[config.mk]
export PLATFORM = sky130hd
export DESIGN_NAME = pwr_fault_mon
export DESIGN_NICKNAME = d
export VERILOG_FILES = /design/src/rtl/pwr_fault_mon.sv
export SDC_FILE = /design/constraint.sdc
export NUM_CORES = 1
export LEC_CHECK = 0
export BUFFER_PORTS_ARGS = -buffer_cell sky130_fd_sc_hd__buf_2
export CAP_MARGIN = 20
export CORE_MARGIN = 2
export CORE_UTILIZATION = 30
export CTS_CLUSTER_DIAMETER = 80
export DETAILED_ROUTE_END_ITERATION = 16
export GPL_TIMING_DRIVEN = 0
export PLACE_DENSITY_LB_ADDON = 0.3
export SLEW_MARGIN = 20
export SYNTH_ARGS = -nofsm -noshare
export SYNTH_HDL_FRONTEND = slang
export SYNTH_SLANG_ARGS = --single-unit
[constraint.sdc]
create_clock -name clk -period 1.9 [get_ports clk]
set_input_delay 0.19 -clock clk [delete_from_list [all_inputs] [get_ports clk]]
set_output_delay 0.19 -clock clk [all_outputs]
set_load 0.005 [all_outputs]
[src/rtl/pwr_fault_mon.sv]
module pwr_fault_mon #(
  parameter int CHANNELS      = 2,
  parameter int FILTER_CYCLES = 500,
  parameter int ADC_W         = 12,
  parameter int SHORT_CODE    = 8,
  localparam int SEL_W        = (CHANNELS > 1) ? $clog2(CHANNELS) : 1,
  localparam int CNT_W        = $clog2(FILTER_CYCLES + 1)
) (
  input  logic                clk,
  input  logic                rst_n,
  input  logic [CHANNELS-1:0] fb_low,
  input  logic [CHANNELS-1:0] gate_enh,
  input  logic [CHANNELS-1:0] gate_cmd,
  input  logic                adc_valid,
  input  logic [SEL_W-1:0]    adc_chan,
  input  logic [ADC_W-1:0]    adc_code,
  input  logic [CHANNELS-1:0] fault_clr,
  output logic [CHANNELS-1:0] pbad_status,
  output logic [CHANNELS-1:0] pbad_fault,
  output logic [CHANNELS-1:0] short_fault,
  output logic [CHANNELS-1:0] pg_drive_low
);

  localparam logic [CNT_W-1:0] CNT_MAX   = CNT_W'(FILTER_CYCLES);
  localparam logic [ADC_W-1:0] SHORT_LIM = ADC_W'(SHORT_CODE);

  wire code_high = adc_code >= SHORT_LIM;

  for (genvar g = 0; g < CHANNELS; g++) begin : g_ch
    logic [CNT_W-1:0] cnt;
    logic             stat_q, pfault_q, sfault_q;

    wire qual = fb_low[g] & gate_enh[g];
    wire held = qual && (cnt == CNT_MAX);
    wire hit  = adc_valid && (adc_chan == SEL_W'(g)) && !gate_cmd[g] && code_high;

    always_ff @(posedge clk) begin
      if (!rst_n) begin
        cnt      <= '0;
        stat_q   <= 1'b0;
        pfault_q <= 1'b0;
        sfault_q <= 1'b0;
      end else begin
        if (!qual)      cnt <= '0;
        else if (!held) cnt <= cnt + 1'b1;
        stat_q   <= held;
        pfault_q <= held | (pfault_q & ~fault_clr[g]);
        sfault_q <= hit  | (sfault_q & ~fault_clr[g]);
      end
    end

    assign pbad_status[g] = stat_q;
    assign pbad_fault[g]  = pfault_q;
    assign short_fault[g] = sfault_q;

    // filter count never runs past its limit
    p_cnt_bound_r2: assert property (@(posedge clk) disable iff (!rst_n)
      cnt <= CNT_MAX);

    // status only after an edge with the gate enhanced
    p_status_needs_gate_r3: assert property (@(posedge clk) disable iff (!rst_n)
      !gate_enh[g] |=> !pbad_status[g]);

    // feedback recovery clears status on the next edge
    p_status_drops_r4: assert property (@(posedge clk) disable iff (!rst_n)
      !fb_low[g] |=> !pbad_status[g]);

    // new status always carries the fault
    p_fault_with_status_r5: assert property (@(posedge clk) disable iff (!rst_n)
      $rose(pbad_status[g]) |-> pbad_fault[g]);

    // fault is sticky without a clear
    p_fault_sticky_r5: assert property (@(posedge clk) disable iff (!rst_n)
      (pbad_fault[g] && !fault_clr[g]) |=> pbad_fault[g]);

    // a short fault only rises after a qualifying gate-off sample
    p_short_cause_r7: assert property (@(posedge clk) disable iff (!rst_n)
      $rose(short_fault[g]) |-> $past(adc_valid && !gate_cmd[g] && adc_chan == SEL_W'(g)));

    // short fault is sticky without a clear
    p_short_sticky_r9: assert property (@(posedge clk) disable iff (!rst_n)
      (short_fault[g] && !fault_clr[g]) |=> short_fault[g]);
  end

  assign pg_drive_low = pbad_status;

  // power-good pull follows the live status
  p_pg_follow_r6: assert property (@(posedge clk) disable iff (!rst_n)
    $rose(pbad_status[0]) |-> pg_drive_low[0]);

endmodule

==> impl_results.md <==
* Cell variety after synth at 37
* Sink Count at 24
* Post-DP HPWL at 1840 um
* Final Slew Violations at 0
* Maximum root-to-sink buffer count at 2
* Detailed-route via count at 1074
* Root Buffer: clkbuf_8
* Worst slew pin tran at 0.365 ns
* Synth cell count leaders: dfxtp_1 (24), o21ai_0 (13), a21oi_1 (11), nand3_1 (11)
* Crit path arrival time at 1.82 ns
* Most used standard cell by instance count after synthesis: dfxtp_1
* Period utilization at 0.859
* Peak supply drop at 0.000199 V
* Initial cell density of the core at 0.317
* Min-delay worst type: in2reg
* Layout Nets at 197
* Cell taking the most area after synthesis: dfxtp_1
* Clock skew at 0.000957 ns
* Worst-path fanout max at 6
* Post-Syn Area at 1180 um2
* Final worst slack at around 0.27 ns
* Post-synthesis cell count at 137
* Initial antenna violation count at 0
* Grt ovf at 0
* DP Worst Slack at 0.319 ns
* GP Congestion at 0.793
* RSZ-0062 raised after global routing: no
* Final hold vios at 0
* Area growth syn-to-layout at 20.1%
* Layout cell share with drive strength beyond 1 at 0.269
* DRT iter0 DRCs at 57
* Rows at 22
* Setup_tns at 0 ns
* CTS tree: yes
* R2r worst-path depth at 6
* Async S/R FF share, synth at 0
* Status: completed
* Drt via density at approximately 5
* I/O Pins at 32
* Yosys reg bits at 24
* Critical Path RT at around 2.1 ns
* CP peak stage delay at 0.42 ns
* Crit-path slowest cell: a2111o_1
* CTS clk-pin slew, worst paths at ~0.080 ns
* Top-area cell type share of the netlist area at 0.408
* Post-cts hold buffer count at 0
* Most used DFF post-synth: dfxtp_1
* Routed Wire Length at 2420 um
* Setup crit end kind: flip-flop
* CTS buffer count at 3
* Relative slew margins at 0.756
* First-pass GRT wire length at 4130 um
* Fill cells at between 300 and 400
* P per Cell Area at 600 nW/um2
* Gr usage total at 0.118
* Average cell area after synthesis at roughly 8.6 um2
* Final setup viols at 0
* Setup Crit Path Kind: reg2reg
* Register area share after synthesis at 0.408
* Die area at 4440 um2
* WL/cell at 11.3 um
* Synth warnings at 0
* Port buffer count at 27
* Synth top area cells: dfxtp_1 (41%), o21ai_0 (5.5%), buf_4 (5.1%)
* H-tree Lvls at 1
* WHS Path Cells at 2
* Post-cts gate resize count at 0
* Pre-Repair DR Iteration Count at 4
* Peak Freq at 613 MHz
* Largest net degree at the start of global routing at 13
* Clk Latency, worst-skew pair at 0.26 ns
* Leakage power at about 0.53 nW
* N_diodes at 0
* Core ar. at 3720 um2
* Post-synth EDFFs at 0
* Net Count, Synth at 165
* Area of placed instances at 1370 um2
* Minimum clock period at 1.63 ns
* Post-route cell area at 1410 um2
* ANT nets after route at 0
* Vias in the first global route at between 1000 and 1500
* Crit-path cells: inv_1, ha_1, and4_1, clkbuf_1, a2111o_1, o21ai_1
* Post-CTS setup buffer count at 0
* Max_cap viols at 0
* Startpoint Class: flip-flop
* Die Width at 66.6 um
* DRC Markers at 0
* Die H at 66.6 um
## final cells by class
| cell class | instances | area, um2 | area share |
|---|---|---|---|
| flip-flops and latches | 24 | 480 | 0.340 |
| inverters | 6 | 22.5 | 0.0159 |
| plain buffers | 11 | 80.1 | 0.0566 |
| clock buffers | 3 | 41.3 | 0.0292 |
| repair buffers | 27 | 135 | 0.0956 |
| well taps | 48 | 60.1 | 0.0425 |
| multi-input cells | 96 | 594 | 0.420 |
## placed cells by master, fill, tap and decap left out, types with 2 or more instances in the layout
cell type | synthesis | final
and3_1 | 2 | 2
buf_2 | 1 | 28
nand2_1 | 9 | 9
nand4_1 | 5 | 5
or4_1 | 2 | 2
nand3_2 | 2 | 2
nand4b_1 | 3 | 3
nand3_1 | 11 | 11
buf_4 | 8 | 8
clkbuf_8 | 0 | 3
o21ai_0 | 13 | 13
inv_1 | 6 | 6
dfxtp_1 | 24 | 24
nor2_1 | 5 | 5
ha_1 | 4 | 4
a21oi_1 | 11 | 11
a31oi_1 | 2 | 2
or3_1 | 9 | 9
## sequential cells by signal, summed over array words and instances, names as in the netlist
name           cells
g_ch.stat_q        2
g_ch.sfault_q      2
g_ch.cnt          18
g_ch.pfault_q      2
## final timing paths
path,start,end,slack [ns]
worst min-delay path,fault_clr[0],g_ch[0].sfault_q$_SDFF_PN0_,0.13
worst max-delay path,g_ch[0].cnt[0]$_SDFFE_PN0N_,g_ch[0].cnt[3]$_SDFFE_PN0N_,0.27
worst min register to register,g_ch[1].pfault_q$_SDFF_PN0_,g_ch[1].pfault_q$_SDFF_PN0_,0.46
worst max register to register,g_ch[0].cnt[0]$_SDFFE_PN0N_,g_ch[0].cnt[3]$_SDFFE_PN0N_,0.27
## kinds of logic after synthesis
logic type	count (synthesis)	share of synthesized area
AND/OR/NAND/NOR	56	0.281
AO/OA/AOI/OAI	33	0.158
flip-flops	24	0.408
buffers and inverters	17	0.0871
adder cells (fa/ha/maj)	4	0.0425
XOR/XNOR	2	0.0149
multiplexers	1	0.00850
## stage by stage
step	power [mW]	instances	hold slack (ns)	util
floorplan	0.542	137	0.284	-
global placement	0.569	212	0.392	0.369
global route	0.887	215	0.128	0.380
detailed placement	0.571	212	0.403	0.369
CTS	0.860	215	0.124	0.380
finish	0.848	215	0.128	0.380
## power by group
part | internal, mW | switching [mW] | leakage (nW)
Clock | 0.141 | 0.148 | 0.0216
Sequential | 0.506 | 0.00385 | 0.194
Combinational | 0.0257 | 0.0231 | 0.312
## worst max-delay path, delay by kind of cell (launching register included)
family                     cells  cell delay [ns]
adders and majority gates      1             0.22
AOI/OAI and AO/OA              2             0.50
DFF                            1             0.41
and+or+nand+nor                1             0.20
buffers and inverters          2             0.23
## per-layer routing
metal  GRT usage  routed length, um  vias up  share of wire
met5           0                  0        -              0
met4      0.0510                 27        0          0.011
met3      0.0152                159        2          0.066
met2       0.226               1160       33           0.48
met1       0.127               1080      485           0.44
li1            -                  -      554              -
Power figures use the tool's default switching activity.
